File: config.mk
export PLATFORM = sky130hd
export DESIGN_NAME = i2c_bit_engine
export DESIGN_NICKNAME = d
export VERILOG_FILES = /design/src/rtl/i2c_bit_pkg.sv /design/src/rtl/i2c_line_filter.sv /design/src/rtl/i2c_line_path.sv /design/src/rtl/i2c_bit_fsm.sv /design/src/rtl/i2c_bit_engine.sv
export SDC_FILE = /design/constraint.sdc
export NUM_CORES = 1
export LEC_CHECK = 0
export BUFFER_PORTS_ARGS = -buffer_cell sky130_fd_sc_hd__buf_2
export CORE_UTILIZATION = 59
export CTS_BUF_LIST = sky130_fd_sc_hd__clkbuf_8
export CTS_CLUSTER_SIZE = 30
export DETAILED_ROUTE_END_ITERATION = 6
export GPL_TIMING_DRIVEN = 1
export PLACE_DENSITY = 0.82
export SYNTH_ARGS = -nofsm -noshare
export SYNTH_HDL_FRONTEND = slang
export SYNTH_SLANG_ARGS = --single-unit
export TNS_END_PERCENT = 100
File: constraint.sdc
create_clock -name clk -period 2.5 [get_ports clk]
set_input_delay 0.125 -clock clk [delete_from_list [all_inputs] [get_ports clk]]
set_output_delay 0.125 -clock clk [all_outputs]
set_load 0.1 [all_outputs]
File: src/rtl/i2c_bit_pkg.sv
package i2c_bit_pkg;

  typedef enum logic [1:0] {
    OP_START = 2'd0,
    OP_STOP  = 2'd1,
    OP_WRITE = 2'd2,
    OP_READ  = 2'd3
  } bitOp_e;

  typedef enum logic [2:0] {
    PH_IDLE = 3'd0,
    PH_A    = 3'd1,
    PH_B    = 3'd2,
    PH_C    = 3'd3,
    PH_D    = 3'd4,
    PH_E    = 3'd5
  } phase_e;

  // strobes from control to datapath
  typedef struct packed {
    logic restart;  // restart the quarter divider
    logic load;     // load new line levels
    logic sclRel;   // 1 = release SCL
    logic sdaRel;   // 1 = release SDA
  } ctlStrobe_t;

  // observations from datapath to control
  typedef struct packed {
    logic tick;
    logic sclClean;
    logic sdaClean;
    logic busStop;
    logic sclRelNow;
  } lineObs_t;

  // {sclRel, sdaRel} for a phase of a command
  function automatic logic [1:0] phaseLevels(bitOp_e op, phase_e ph, logic bitVal, logic sclHold);
    logic [1:0] lv;
    lv = 2'b11;
    unique case (op)
      OP_START: begin
        unique case (ph)
          PH_A:         lv = {sclHold, 1'b1};
          PH_B:         lv = 2'b11;
          PH_C, PH_D:   lv = 2'b10;
          PH_E:         lv = 2'b00;
          default:      lv = 2'b11;
        endcase
      end
      OP_STOP: begin
        unique case (ph)
          PH_A:         lv = 2'b00;
          PH_B, PH_C:   lv = 2'b10;
          default:      lv = 2'b11;
        endcase
      end
      OP_WRITE: begin
        unique case (ph)
          PH_B, PH_C:   lv = {1'b1, bitVal};
          default:      lv = {1'b0, bitVal};
        endcase
      end
      default: begin
        unique case (ph)
          PH_B, PH_C:   lv = 2'b11;
          default:      lv = 2'b01;
        endcase
      end
    endcase
    return lv;
  endfunction

  function automatic phase_e lastPhase(bitOp_e op);
    return (op == OP_START) ? PH_E : PH_D;
  endfunction

endpackage

File: src/rtl/i2c_line_filter.sv
module i2c_line_filter #(
  parameter int SYNC_STAGES = 2,
  parameter int VOTES       = 3
) (
  input  logic clk,
  input  logic rstN,
  input  logic syncClr,
  input  logic rawIn,
  input  logic sampleEn,
  output logic clean,
  output logic dly
);
  localparam int MAJ = VOTES / 2 + 1;

  logic [SYNC_STAGES-1:0] syncQ;
  logic [VOTES-1:0]       voteQ;

  function automatic logic majority(logic [VOTES-1:0] v);
    int n;
    n = 0;
    for (int i = 0; i < VOTES; i++) n += int'(v[i]);
    return n >= MAJ;
  endfunction

  always_ff @(posedge clk or negedge rstN) begin
    if (!rstN) begin
      syncQ <= '1;
      voteQ <= '1;
      clean <= 1'b1;
      dly   <= 1'b1;
    end else if (syncClr) begin
      syncQ <= '1;
      voteQ <= '1;
      clean <= 1'b1;
      dly   <= 1'b1;
    end else begin
      syncQ <= {syncQ[SYNC_STAGES-2:0], rawIn};
      if (sampleEn) voteQ <= {voteQ[VOTES-2:0], syncQ[SYNC_STAGES-1]};
      clean <= majority(voteQ);
      dly   <= clean;
    end
  end
endmodule

File: src/rtl/i2c_line_path.sv
module i2c_line_path
  import i2c_bit_pkg::*;
#(
  parameter int DIV_W  = 16,
  parameter int FILT_W = 8
) (
  input  logic              clk,
  input  logic              rstN,
  input  logic              syncClr,
  input  logic [DIV_W-1:0]  quarterDiv,
  input  logic [FILT_W-1:0] filtDiv,
  input  logic              sclIn,
  input  logic              sdaIn,
  input  ctlStrobe_t        ctl,
  output lineObs_t          obs,
  output logic              sclRise,
  output logic              sclPullLow,
  output logic              sdaPullLow,
  output logic              rdBit
);
  localparam int NUM_LINES = 2;
  localparam int IDX_SCL   = 0;
  localparam int IDX_SDA   = 1;

  logic [NUM_LINES-1:0] rawBus, cleanBus, dlyBus;
  logic [DIV_W-1:0]     divCnt;
  logic [FILT_W-1:0]    filtCnt;
  logic                 sampleEn;
  logic                 sclRelQ, sdaRelQ, busStopQ;

  assign rawBus   = {sdaIn, sclIn};
  assign sampleEn = (filtCnt == '0);

  for (genvar g = 0; g < NUM_LINES; g++) begin : g_line
    i2c_line_filter #(.SYNC_STAGES(2), .VOTES(3)) u_filt (
      .clk      (clk),
      .rstN     (rstN),
      .syncClr  (syncClr),
      .rawIn    (rawBus[g]),
      .sampleEn (sampleEn),
      .clean    (cleanBus[g]),
      .dly      (dlyBus[g])
    );
  end

  // filter prescaler
  always_ff @(posedge clk or negedge rstN) begin
    if (!rstN)              filtCnt <= '0;
    else if (syncClr)       filtCnt <= '0;
    else if (filtCnt == '0) filtCnt <= filtDiv;
    else                    filtCnt <= filtCnt - 1'b1;
  end

  // quarter-period divider
  always_ff @(posedge clk or negedge rstN) begin
    if (!rstN)                           divCnt <= '0;
    else if (syncClr)                    divCnt <= '0;
    else if (ctl.restart || divCnt == '0) divCnt <= quarterDiv;
    else                                 divCnt <= divCnt - 1'b1;
  end

  assign sclRise = cleanBus[IDX_SCL] & ~dlyBus[IDX_SCL];

  // drive levels, read capture, stop detect
  always_ff @(posedge clk or negedge rstN) begin
    if (!rstN) begin
      sclRelQ  <= 1'b1;
      sdaRelQ  <= 1'b1;
      rdBit    <= 1'b1;
      busStopQ <= 1'b0;
    end else if (syncClr) begin
      sclRelQ  <= 1'b1;
      sdaRelQ  <= 1'b1;
      rdBit    <= 1'b1;
      busStopQ <= 1'b0;
    end else begin
      if (ctl.load) begin
        sclRelQ <= ctl.sclRel;
        sdaRelQ <= ctl.sdaRel;
      end
      if (sclRise) rdBit <= cleanBus[IDX_SDA];
      busStopQ <= cleanBus[IDX_SCL] & cleanBus[IDX_SDA] & ~dlyBus[IDX_SDA];
    end
  end

  assign sclPullLow    = ~sclRelQ;
  assign sdaPullLow    = ~sdaRelQ;
  assign obs.tick      = (divCnt == '0) && !ctl.restart;
  assign obs.sclClean  = cleanBus[IDX_SCL];
  assign obs.sdaClean  = cleanBus[IDX_SDA];
  assign obs.busStop   = busStopQ;
  assign obs.sclRelNow = sclRelQ;
endmodule

File: src/rtl/i2c_bit_fsm.sv
module i2c_bit_fsm
  import i2c_bit_pkg::*;
(
  input  logic       clk,
  input  logic       rstN,
  input  logic       syncClr,
  input  logic       cmdValid,
  input  logic [1:0] cmdOp,
  input  logic       wrBit,
  input  lineObs_t   obs,
  output ctlStrobe_t ctl,
  output logic       cmdAck,
  output logic       arbLost,
  output phase_e     phaseMon,
  output bitOp_e     opMon
);
  phase_e phaseQ, phaseN;
  bitOp_e opQ, opN;
  logic   bitQ, bitN, ackN, lostN;
  logic   sdaMismatch, strayStop, lostNow, advOk;
  logic [1:0] lv;

  assign sdaMismatch = (opQ == OP_WRITE) && bitQ &&
                       (phaseQ == PH_B || phaseQ == PH_C) && !obs.sdaClean;
  assign strayStop   = obs.busStop && (opQ != OP_STOP);
  assign lostNow     = (phaseQ != PH_IDLE) && (sdaMismatch || strayStop);
  assign advOk       = obs.tick && (!obs.sclRelNow || obs.sclClean);

  always_comb begin
    phaseN = phaseQ;
    opN    = opQ;
    bitN   = bitQ;
    ackN   = 1'b0;
    lostN  = 1'b0;
    ctl    = '0;
    lv     = 2'b11;
    if (phaseQ == PH_IDLE) begin
      if (cmdValid) begin
        opN         = bitOp_e'(cmdOp);
        bitN        = wrBit;
        phaseN      = PH_A;
        lv          = phaseLevels(opN, PH_A, bitN, obs.sclRelNow);
        ctl.restart = 1'b1;
        ctl.load    = 1'b1;
        ctl.sclRel  = lv[1];
        ctl.sdaRel  = lv[0];
      end
    end else if (lostNow) begin
      phaseN     = PH_IDLE;
      ackN       = 1'b1;
      lostN      = 1'b1;
      ctl.load   = 1'b1;
      ctl.sclRel = 1'b1;
      ctl.sdaRel = 1'b1;
    end else if (advOk) begin
      if (phaseQ == lastPhase(opQ)) begin
        phaseN = PH_IDLE;
        ackN   = 1'b1;
      end else begin
        phaseN     = phase_e'(phaseQ + 3'd1);
        lv         = phaseLevels(opQ, phaseN, bitQ, obs.sclRelNow);
        ctl.load   = 1'b1;
        ctl.sclRel = lv[1];
        ctl.sdaRel = lv[0];
      end
    end
  end

  always_ff @(posedge clk or negedge rstN) begin
    if (!rstN) begin
      phaseQ  <= PH_IDLE;
      opQ     <= OP_START;
      bitQ    <= 1'b0;
      cmdAck  <= 1'b0;
      arbLost <= 1'b0;
    end else if (syncClr) begin
      phaseQ  <= PH_IDLE;
      opQ     <= OP_START;
      bitQ    <= 1'b0;
      cmdAck  <= 1'b0;
      arbLost <= 1'b0;
    end else begin
      phaseQ  <= phaseN;
      opQ     <= opN;
      bitQ    <= bitN;
      cmdAck  <= ackN;
      arbLost <= lostN;
    end
  end

  assign phaseMon = phaseQ;
  assign opMon    = opQ;
endmodule

File: src/rtl/i2c_bit_engine.sv
module i2c_bit_engine
  import i2c_bit_pkg::*;
#(
  parameter int DIV_W  = 16,
  parameter int FILT_W = 8
) (
  input  logic              clk,
  input  logic              rstN,
  input  logic              syncClr,
  input  logic [DIV_W-1:0]  quarterDiv,
  input  logic [FILT_W-1:0] filtDiv,
  input  logic              cmdValid,
  input  logic [1:0]        cmdOp,
  input  logic              wrBit,
  output logic              cmdAck,
  output logic              arbLost,
  output logic              rdBit,
  input  logic              sclIn,
  input  logic              sdaIn,
  output logic              sclPullLow,
  output logic              sdaPullLow
);
  ctlStrobe_t ctl;
  lineObs_t   obs;
  logic       sclRiseMon;
  phase_e     fsmPhaseMon;
  bitOp_e     fsmOpMon;

  i2c_line_path #(.DIV_W(DIV_W), .FILT_W(FILT_W)) u_path (
    .clk        (clk),
    .rstN       (rstN),
    .syncClr    (syncClr),
    .quarterDiv (quarterDiv),
    .filtDiv    (filtDiv),
    .sclIn      (sclIn),
    .sdaIn      (sdaIn),
    .ctl        (ctl),
    .obs        (obs),
    .sclRise    (sclRiseMon),
    .sclPullLow (sclPullLow),
    .sdaPullLow (sdaPullLow),
    .rdBit      (rdBit)
  );

  i2c_bit_fsm u_fsm (
    .clk      (clk),
    .rstN     (rstN),
    .syncClr  (syncClr),
    .cmdValid (cmdValid),
    .cmdOp    (cmdOp),
    .wrBit    (wrBit),
    .obs      (obs),
    .ctl      (ctl),
    .cmdAck   (cmdAck),
    .arbLost  (arbLost),
    .phaseMon (fsmPhaseMon),
    .opMon    (fsmOpMon)
  );
endmodule

# Yosys cells after proc, flatten, opt, wreduce, memory -nomap -nowiden
# Cells that the tools add are included.
op_classes:
  addsub: 7
  order_cmp: 2
  eq_ne: 16
  muxes: 54
  bitwise: 7
  n_reduce_logical: 31
op_table:
  columns: ["cell", "count"]
  rows:
  - ["two-way mux 3 bit", 14]
  - ["two-way mux 16 bit", 2]
  - ["two-way mux 1 bit", 24]
  - ["case mux 2 bit (3 select lines)", 3]
  - ["logical NOT 16 bit", 1]
  - ["two-way mux 8 bit", 2]
  - ["subtractor 16 x 1 -> 16 bit (second input constant)", 1]
  - ["two-way mux 2 bit", 7]
  - ["== test 3 x 2 -> 1 bit (second input constant)", 4]
  - ["nonzero test 2 bit", 5]
  - ["logical NOT 8 bit", 1]
  - ["subtractor 8 x 1 -> 8 bit (second input constant)", 1]
  - ["logical AND 1 bit", 7]
  - ["inequality test 7 x 6 -> 1 bit (second input constant)", 1]
  - ["adder 2 x 1 -> 3 bit", 2]
  - ["== test 3 bit (second input constant)", 2]
  - ["greater-or-equal comparator 3 x 2 -> 1 bit (second input constant)", 2]
  - ["adder 1 x 1 -> 2 bit", 2]
  - ["== test 2 x 1 -> 1 bit (second input constant)", 2]
  - ["== test 2 bit (second input constant)", 2]
  - ["logical NOT 2 bit", 2]
  - ["logical OR 1 bit", 4]
  - ["two-way mux 4 bit", 1]
  - ["inequality test 4 bit (second input constant)", 1]
  - ["15 further kinds", 24]
totals:
  regBits: 50
  input_bits: 33
  out_inout_bits: 5
  word_cells: 136

# Logic depth before layout (Yosys ltp)
# Gate-level depths: netlist of the first run.
logic_depth:
  word_depth: 12
  ltp_mapped: 8

# Cells and area by module
# From an unflattened synthesis of the first run, not the netlist that was laid out.
unflattened:
  hier_cells: 287
  area_unflattened_um2: 2927.8
by_module_without_submodules:
  columns: ["module", "n_inst", "cells_each", "area_each_um2", "seq_area_each_um2"]
  rows:
  - ["i2c_line_path", 1, 165, 1682.9, 704.4]
  - ["i2c_bit_fsm", 1, 86, 706.9, 200.2]
  - ["i2c_line_filter", 2, 18, 269.0, 183.9]

# Worst setup path after synthesis of the first run
# OpenSTA, ideal clock, no wires.
synth_timing:
  path_type: "reg-to-reg"
  start: "register u_path.divCnt[12]"
  end: "register u_path.sdaRelQ"
  setup_ps: 86
  arrival_ps: 1965
  required_ps: 2414
  path_slack_ps: 449
  stages_incl_launch_ff: 6
  path_buffers: 0
  synth_period_minus_slack_ps: 2051
  cell_sequence: "dfrtp_1 -> or4_4 -> or3_1 -> or3_4 -> o21ai_2 -> mux2i_1"
synth_between:
  elab_chain_cells: 8
synth_lines:
  columns: ["item", "line_no", "text"]
  rows:
  - ["start, declared", "i2c_line_path.sv:26", "logic [DIV_W-1:0] divCnt;"]
  - ["start signal, assigned", "i2c_line_path.sv:58", "else if (ctl.restart || divCnt == '0) divCnt <= quarterDiv;"]
  - ["start signal, assigned", "i2c_line_path.sv:59", "else divCnt <= divCnt - 1'b1;"]
  - ["logical NOT 16 bit *", "i2c_line_path.sv:88", "assign obs.tick = (divCnt == '0) && !ctl.restart;"]
  - ["logical AND 1 bit *", "i2c_line_path.sv:88", null]
  - ["logical AND 1 bit *", "i2c_bit_fsm.sv:27", "assign advOk = obs.tick && (!obs.sclRelNow || obs.sclClean);"]
  - ["two-way mux 3 bit *", "i2c_bit_fsm.sv:55", "end else if (advOk) begin"]
  - ["two-way mux 3 bit *", "i2c_bit_fsm.sv:48", "end else if (lostNow) begin"]
  - ["two-way mux 3 bit *", "i2c_bit_fsm.sv:37", "if (phaseQ == PH_IDLE) begin"]
  - ["two-way mux 1 bit", "i2c_line_path.sv:77", "if (ctl.load) begin"]
  - ["two-way mux 1 bit", "i2c_line_path.sv:71", "end else if (syncClr) begin"]
  - ["end signal, assigned", "i2c_line_path.sv:79", "sdaRelQ <= ctl.sdaRel;"]
  - ["end, declared", "i2c_line_path.sv:29", "logic sclRelQ, sdaRelQ, busStopQ;"]
# Mark *: on every way between the ends. The rest lies on a longest branch, timed or not. The select of a mux whose other input is x is not followed.
# A chain may end at the register's enable or synchronous reset.

# Worst setup path after layout of the first run
layout_timing:
  start: "register u_path.divCnt[0]"
  end: "register u_path.sdaRelQ"
# The elaborated chain is that of the path after synthesis.

==> impl_metrics.py, run 1 <==
metrics = {
    "place": {
        "place_area_um2": 3040,
        "gp_congestion": 0.913,
        "io_buffer_count": 37,
        "hpwl_um": 3750,
    },
    "sta": {
        "slew_viol_final": 0,
        "min_period_over_period_pct": 87.3,
        "post-route-min-period_ns": 2.18,
        "fin_hold_ws_ns": 0.0171,
        "fin_skew_ns": 0.00792,
        "rsz0062_at_grt": "no",
        "worst_pin_slew_ns": 0.959,
        "fmax_mhz": 458,
        "slew_headroom_pct": 36.1,
        "setup-tns-final_ns": 0,
        "setup_violations": 0,
        "hold_viol": 0,
    },
    "die": {
        "io_pins": 38,
        "die_h_um": 70.7,
        "fp.dieW_um": 70.7,
        "core_area_um2": 4440,
        "start_util_pct": 62.6,
        "num_rows": 24,
        "dieArea_um2": 4990,
    },
    "min_path": {
        "hold_path_end": "u_path.g_line[1].u_filt.syncQ[0]",
        "whs_path_depth": 2,
        "hold_path.class": "input port to register",
        "worstHoldStart": "sdaIn",
    },
    "power_and_ir_drop": {
        "peakVddDrop_mv": 0.597,
        "p_leak_nw": 1.43,
        "power_density_nw_per_um2": 1090,
    },
    "routing": {
        "num_vias": 2157,
        "drc": 4,
        "wl_per_cell_um": 14.5,
        "first_pass_iters": 6,
        "drtIter0Drc": 160,
        "antenna_left": 0,
        "routed_wl_um": 5440,
        "via_per_inst": 5.77,
    },
    "synth": {
        "syn_area_um2": 2780,
        "syn-num-nets": 324,
        "synthCells": 280,
        "synth_cell_types": 48,
        "synth_top_cell_area_share_pct": 29.7,
        "synth_area_leaders": "dfrtp_1 (30%), dfstp_2 (16%), nor2_1 (5.8%)",
        "seq_area_frac_synth_pct": 45.7,
        "syn_area_per_cell_um2": 9.94,
        "synth.largest_area_cell": "dfrtp_1",
        "ys_seq_elements": 50,
        "async_reset_ff_share_pct": 100,
        "synth_edf_count": 0,
        "ys_warn_count": 0,
        "ys.flop_type": "dfrtp_1",
    },
    "cts": {
        "cts_inserted_buffers": 5,
        "cts_root_buffer": "clkbuf_8",
        "cts.sinks": 50,
        "htree_levels": 2,
        "clock_path_buffers": 2,
        "cts_tree": "yes",
        "clk_pin_slew_worst_paths_ns": 0.10,
        "worstSkewPairLatency_ns": 0.31,
        "cts_resized": 0,
    },
    "setup_path": {
        "endpoint_kind": "register",
        "crit_type": "register to register",
        "required_ns": 2.74,
        "crit_arrival_ns": 2.42,
        "reg2reg_to": "u_path.sdaRelQ",
        "rr_startpoint": "u_path.divCnt[0]",
        "critPathLaunchType": "register",
        "reg2reg_depth": 7,
        "cp_max_fo": 4,
        "rrSetupSlack_ns": 0.32,
    },
    "grt": {
        "first_global_vias": 2086,
        "grt-ovfl-total": 0,
        "antenna_found_initial": 0,
        "grt_max_degree": 47,
        "grt_first_pass_wirelength_um": 9270,
        "grt_usage_pct": 23.9,
    },
    "outcome": {
        "status": "finished, violations left",
        "failed_checks": "DRC",
    },
    "cells_and_area": {
        "nNetsFinal": 365,
        "drive_above_1_share_pct": 27.3,
        "layout_common_cells": "nor2_1 (43), buf_2 (37), dfrtp_1 (33)",
        "fillCellCount": 327,
        "area_growth_pct": 14.2,
        "fin_area_um2": 3180,
        "final_common_cell": "nor2_1",
        "n_antenna_cell": 0,
    },
    "run": {
        "cap_violations": 0,
    },
}
-- worst max path at each step --
stage                      startpoint              to  slack, ns  cells after the start
floorplan           u_path.divCnt[12]  u_path.sdaRelQ       0.45                      5
global placement     u_path.divCnt[0]  u_path.sdaRelQ       0.38                      7
detailed placement   u_path.divCnt[0]  u_path.sdaRelQ       0.35                      7
CTS                  u_path.divCnt[0]  u_path.sdaRelQ       0.32                      7
global route         u_path.divCnt[0]  u_path.sdaRelQ       0.19                      7
finish               u_path.divCnt[0]  u_path.sdaRelQ       0.32                      7
-- cell type report --
class,count,area (µm²),area share [%]
clock buffers,5,68.8,2.17
clock inverters,3,48.8,1.54
repair buffers,46,258,8.11
multi-input cells,204,1410,44.4
inverters,14,52.6,1.65
well taps,52,65.1,2.05
flip-flops and latches,50,1270,40.0
-- critical path, stage by stage (launching register included) --
cell and delay, ns:
dfrtp_1 0.40, inv_1 0.11, ha_1 0.16, nor4b_1 0.31, nand4_1 0.23, or3_1 0.45, o31a_1 0.32, mux2i_1 0.13
-- repair_timing --
item	in CTS	in global routing
hold buffers	2	0
endpoints found under the hold margin	16	0
setup endpoints to repair	0	0
buffers inserted	0	0
-- power by group --
part           internal [mW]  leakage (nW)  switching [mW]
combinational          0.691         0.756           0.889
clock                  0.305        0.0563           0.289
sequential              1.03         0.613           0.247
total                   2.03          1.43            1.43
-- sequential cells by signal (all words and copies together), names as in the netlist, 2 cells and up --
| register | flops |
|---|---|
| u_fsm.opMon | 2 |
| u_fsm.phaseMon | 3 |
| u_path.divCnt | 16 |
| u_path.filtCnt | 8 |
| u_path.g_line.u_filt.clean | 2 |
| u_path.g_line.u_filt.dly | 2 |
| u_path.g_line.u_filt.syncQ | 4 |
| u_path.g_line.u_filt.voteQ | 6 |
-- metal layers --
layer | GRT usage [%] | share of wire [%] | vias to the layer above
met1 | 32.1 | 47 | 1024
met3 | 4.70 | 3.5 | 6
li1 | - | - | 1079
met5 | 0 | 0 | -
met2 | 39.4 | 49 | 48
met4 | 8.00 | 1.2 | 0
-- logic make-up (layout without fill, tap and decap cells) --
logic type / after synthesis / after routing / share of synthesized area, %
buffers and inverters: 26 / 68 / 3.51
AND/OR/NAND/NOR: 111 / 111 / 21.4
flip-flops: 50 / 50 / 45.7
adder cells (fa/ha/maj): 11 / 11 / 4.95
multiplexers: 16 / 16 / 5.89
XOR/XNOR: 19 / 19 / 5.98
AO/OA/AOI/OAI: 47 / 47 / 12.5
-- stage by stage --
stage | setup slack [ns] | util, % | power, mW | instances
global placement | 0.375 | 68.4 | 2.81 | 364
finish | 0.316 | 71.5 | 3.45 | 374
CTS | 0.323 | 71.5 | 3.46 | 374
floorplan | 0.449 | - | 2.50 | 280
global route | 0.189 | 71.5 | 3.73 | 374
detailed placement | 0.355 | 68.4 | 2.84 | 364
-- cells in the mapped netlist, drive strengths merged, types with 2 or more instances --
library cell	n
mux2	3
a211o	3
nand2b	3
clkbuf	12
dfrtp	33
xor2	4
dfstp	17
a21oi	4
nor4	6
mux2i	13
o21ai	8
ha	11
nor2	43
nor4b	2
nand2	14
nand4	3
nor4bb	2
xnor2	15
or2	6
or3	5
nand3b	4
inv	13
a211oi	20
nor3	10
or4	5
nor3b	3
a311oi	3
nor2b	2
o31ai	3
(Power assumes the default switching activity.)
==> run 2: changes to the inputs <==
CORE_ASPECT_RATIO = 1.75   (was not set)
==> impl_metrics.py, run 2 (synthesis results as in run 1) <==
metrics = {
    "die": {
        "io_pins": 38,
        "core_area_um2": 4480,
        "start_util_pct": 62.1,
        "dieArea_um2": 5010,
        "die_h_um": 92.9,
        "fp.dieW_um": 53.9,
        "num_rows": 32,
    },
    "grt": {
        "grt_first_pass_wirelength_um": 9600,
        "grt_usage_pct": 26.9,
        "antenna_found_initial": 0,
        "first_global_vias": 2212,
        "grt-ovfl-total": 0,
        "grt_max_degree": 44,
    },
    "cts": {
        "cts_tree": "yes",
        "cts_resized": 0,
        "clk_pin_slew_worst_paths_ns": 0.09,
        "htree_levels": 2,
        "postCtsSetupBuffers": 0,
        "clock_path_buffers": 2,
        "worstSkewPairLatency_ns": 0.30,
        "hold_buffers": 1,
        "cts_inserted_buffers": 5,
        "cts_root_buffer": "clkbuf_8",
        "cts.sinks": 50,
    },
    "place": {
        "place_area_um2": 3060,
        "hpwl_um": 4480,
        "io_buffer_count": 37,
        "pre_cts_ws_ns": 0.352,
        "gp_congestion": 0.920,
    },
    "sta": {
        "hold_viol": 0,
        "min_period_over_period_pct": 86.9,
        "setup_violations": 0,
        "slew_viol_final": 0,
        "worst_pin_slew_ns": 0.960,
        "setup-tns-final_ns": 0,
        "slew_headroom_pct": 36.0,
        "rsz0062_at_grt": "no",
        "fmax_mhz": 460,
        "fin_skew_ns": 0.00495,
        "layout_setup_ws_ns": 0.328,
        "post-route-min-period_ns": 2.17,
        "fin_hold_ws_ns": 0.00868,
    },
    "cells_and_area": {
        "layout_common_cells": "nor2_1 (43), buf_2 (37), dfrtp_1 (33)",
        "final_common_cell": "nor2_1",
        "area_growth_pct": 15.5,
        "n_antenna_cell": 0,
        "drive_above_1_share_pct": 28.1,
        "regMostFlops": "u_path.divCnt",
        "fin_area_um2": 3210,
        "largest_register_ffs": 16,
        "final_core_util_pct": 71.7,
        "nNetsFinal": 367,
        "largestRegisters": "u_path.divCnt: 16 flops, u_path.filtCnt: 8 flops, u_path.g_line.u_filt.voteQ: 6 flops",
    },
    "routing": {
        "drtIter0Drc": 42,
        "drc": 0,
        "antenna_left": 0,
        "wl_per_cell_um": 16.3,
        "first_pass_iters": 5,
        "routed_wl_um": 6090,
        "num_vias": 2208,
        "via_per_inst": 5.89,
    },
    "setup_path": {
        "endpoint_kind": "register",
        "critPathLaunchType": "register",
        "cp_max_fo": 4,
        "crit_arrival_ns": 2.41,
        "required_ns": 2.73,
        "crit_type": "register to register",
    },
    "power_and_ir_drop": {
        "internal-power_mw": 2.17,
        "p_leak_nw": 1.45,
        "power_density_nw_per_um2": 1130,
        "switching_power_mw": 1.45,
        "switching_share_pct": 40.1,
        "power_frac_seq_pct": 35.5,
        "combPwrFrac_pct": 45.3,
        "clkPwrFrac_pct": 19.2,
        "peakVddDrop_mv": 0.994,
    },
    "outcome": {
        "status": "complete, no violations",
    },
    "run": {
        "cap_violations": 0,
    },
    "min_path": {
        "hold_path.class": "input port to register",
    },
}
run 2: worst paths after layout:
kind,from,end,slack (ns),cells past startpoint
worst max-delay path,u_path.divCnt[0],u_path.sdaRelQ,0.33,7
worst min-delay path,sclIn,u_path.g_line[0].u_filt.syncQ[0],0.009,2
worst max register to register,u_path.divCnt[0],u_path.sdaRelQ,0.33,7
worst min register to register,u_path.filtCnt[7],u_path.filtCnt[7],0.50,1
max in group asynchronous,rstN,u_path.g_line[1].u_filt.syncQ[1],1.23,3
min in group asynchronous,rstN,u_fsm.cmdAck,0.51,2
run 2: metal layers:
| layer | share of wire (%) | GRT usage (%) | vias up |
|---|---|---|---|
| li1 | - | - | 1079 |
| met1 | 38 | 26.1 | 1040 |
| met2 | 55 | 49.4 | 69 |
| met3 | 3.4 | 4.27 | 20 |
| met4 | 3.9 | 15.4 | 0 |
| met5 | 0 | 0 | - |
run 2: power groups by stage:
stage,clock [mW],sequential [mW],combinational [mW]
after floorplan,0,1.23,1.28
after global placement,0,1.28,1.60
after global routing,0.731,1.32,1.80
after detailed placement,0,1.30,1.63
final,0.696,1.29,1.64
after CTS,0.706,1.28,1.65
run 2: stage by stage:
| step | power (mW) | instances |
|---|---|---|
| 2_1_floorplan | 2.50 | 280 |
| 3_3_place_gp | 2.88 | 366 |
| 3_5_place_dp | 2.92 | 366 |
| 4_1_cts | 3.64 | 375 |
| 5_1_grt | 3.85 | 375 |
| 6_report | 3.63 | 375 |
run 2: layout make-up:
type                       instances  area (µm²)
multi-input combinational        204        1410
timing repair buffer              48         270
fill                             360        1270
tap                               51        63.8
clock inverter                     2        60.1
inverter                          14        52.6
sequential                        50        1270
clock buffer                       6        82.6
run 2: critical path: stages (launching register included):
cell and delay [ns]:
dfrtp_1 0.40, inv_1 0.11, ha_1 0.15, nor4b_1 0.32, nand4_1 0.23, or3_1 0.43
o31a_1 0.31, mux2i_1 0.14
==> run 3: changes to the inputs <==
CORE_ASPECT_RATIO = 1.5   (was 1.75)
RECOVER_POWER = 25   (was not set)
==> impl_metrics.py, run 3 (synthesis results as in run 1) <==
metrics = {
    "sta": {
        "hold_viol": 0,
        "worst_pin_slew_ns": 1.47,
        "slew_viol_final": 0,
        "post-route-min-period_ns": 2.15,
        "layout_setup_ws_ns": 0.346,
        "slew_headroom_pct": 1.90,
        "rsz0062_at_grt": "no",
        "fin_hold_ws_ns": 0.00680,
        "fmax_mhz": 464,
        "setup-tns-final_ns": 0,
        "fin_skew_ns": 0.00468,
        "min_period_over_period_pct": 86.2,
        "setup_violations": 0,
    },
    "grt": {
        "grt_usage_pct": 26.7,
        "grt-ovfl-total": 0,
        "grt_first_pass_wirelength_um": 10100,
        "grt_max_degree": 31,
        "first_global_vias": 2200,
        "antenna_found_initial": 0,
    },
    "cts": {
        "cts.sinks": 50,
        "htree_levels": 2,
        "clock_path_buffers": 2,
        "cts_tree": "yes",
        "clk_pin_slew_worst_paths_ns": 0.09,
        "cts_inserted_buffers": 5,
        "cts_root_buffer": "clkbuf_8",
        "postCtsSetupBuffers": 0,
        "worstSkewPairLatency_ns": 0.31,
    },
    "power_and_ir_drop": {
        "finalPower_mw": 3.45,
        "p_leak_nw": 1.43,
        "peakVddDrop_mv": 0.600,
        "power_density_nw_per_um2": 1080,
    },
    "routing": {
        "wl_per_cell_um": 15.6,
        "via_per_inst": 5.70,
        "drc": 0,
        "num_vias": 2216,
        "routed_wl_um": 6070,
        "first_pass_iters": 4,
        "antenna_left": 0,
        "drtIter0Drc": 49,
    },
    "place": {
        "io_buffer_count": 37,
        "gp_congestion": 0.909,
        "pre_cts_ws_ns": 0.348,
        "place_area_um2": 3090,
        "hpwl_um": 4500,
    },
    "setup_path": {
        "endpoint_kind": "register",
        "cp_max_fo": 4,
        "crit_type": "register to register",
        "critPathLaunchType": "register",
        "crit_arrival_ns": 2.39,
        "required_ns": 2.74,
    },
    "die": {
        "core_area_um2": 4540,
        "fp.dieW_um": 58.1,
        "die_h_um": 86.1,
        "io_pins": 38,
        "num_rows": 30,
        "dieArea_um2": 5000,
        "start_util_pct": 61.3,
    },
    "cells_and_area": {
        "regMostFlops": "u_path.divCnt",
        "layout_common_cells": "nor2_1 (43), buf_2 (35), dfrtp_1 (33)",
        "largest_register_ffs": 16,
        "largestRegisters": "u_path.divCnt: 16 flops, u_path.filtCnt: 8 flops, u_path.g_line.u_filt.voteQ: 6 flops",
        "nNetsFinal": 368,
        "n_antenna_cell": 0,
        "drive_above_1_share_pct": 26.8,
        "area_growth_pct": 15.1,
        "final_common_cell": "nor2_1",
        "fin_area_um2": 3200,
    },
    "run": {
        "cap_violations": 0,
    },
    "outcome": {
        "status": "complete, no violations",
    },
    "min_path": {
        "hold_path.class": "input port to register",
    },
}
## run 3: changes by cell type in the layout (fill, tap and decap cells not counted), sizes merged
cell	previous run	this run
bufinv	2	0
dlygate4sd3	1	2
clkinvlp	0	1
buf	47	44
inv	13	14
clkbuf	6	9
## run 3: metal layers
layer	vias up	GRT usage, %	wire [µm]
met2	51	49.0	3310
met1	1078	31.2	2510
met5	-	0	0
met3	6	3.32	163
met4	0	9.74	84
li1	1081	-	-
## run 3: critical path, stage by stage, from the launching register on
cell     delay (ns)
dfrtp_1        0.42
or4_4          0.57
or3_1          0.36
or3_4          0.40
o21ai_2        0.13
mux2i_1        0.21
## run 3: per-stage QoR
stage,utilization [%],instances
finish,70.5,389
global route,70.5,389
CTS,70.7,389
detailed placement,68.0,379
global placement,68.0,379
floorplan,-,280
## run 3: path summary, 6_finish.rpt
kind,to,startpoint,cells past startpoint,slack (ns)
min reg2reg,u_path.filtCnt[7],u_path.filtCnt[7],1,0.49
max reg2reg,u_path.sdaRelQ,u_path.divCnt[12],5,0.35
max in group asynchronous,u_path.g_line[0].u_filt.syncQ[0],rstN,3,0.94
min,u_path.g_line[1].u_filt.syncQ[0],sdaIn,2,0.007
max,u_path.sdaRelQ,u_path.divCnt[12],5,0.35
min in group asynchronous,u_path.divCnt[13],rstN,2,0.69
## run 3: area by class of cell
| cell class | count | area [µm²] |
|---|---|---|
| Clock buffer | 6 | 82.6 |
| Sequential cell | 50 | 1270 |
| Inverter | 14 | 52.6 |
| Fill cell | 389 | 1340 |
| Multi-Input combinational cell | 204 | 1410 |
| Tap cell | 64 | 80.1 |
| Timing Repair Buffer | 49 | 287 |
| Clock inverter | 2 | 16.3 |
## run 3: power breakdown
group / switching (mW) / total (mW) / internal [mW]
registers: 0.261 / 1.29 / 1.03
logic: 0.933 / 1.65 / 0.716
clock network: 0.280 / 0.508 / 0.228
## run 3: what timing repair did
action,4_1_cts,5_1_grt
gates resized for setup,0,0
hold buffers,2,0
hold endpoints to repair,20,0
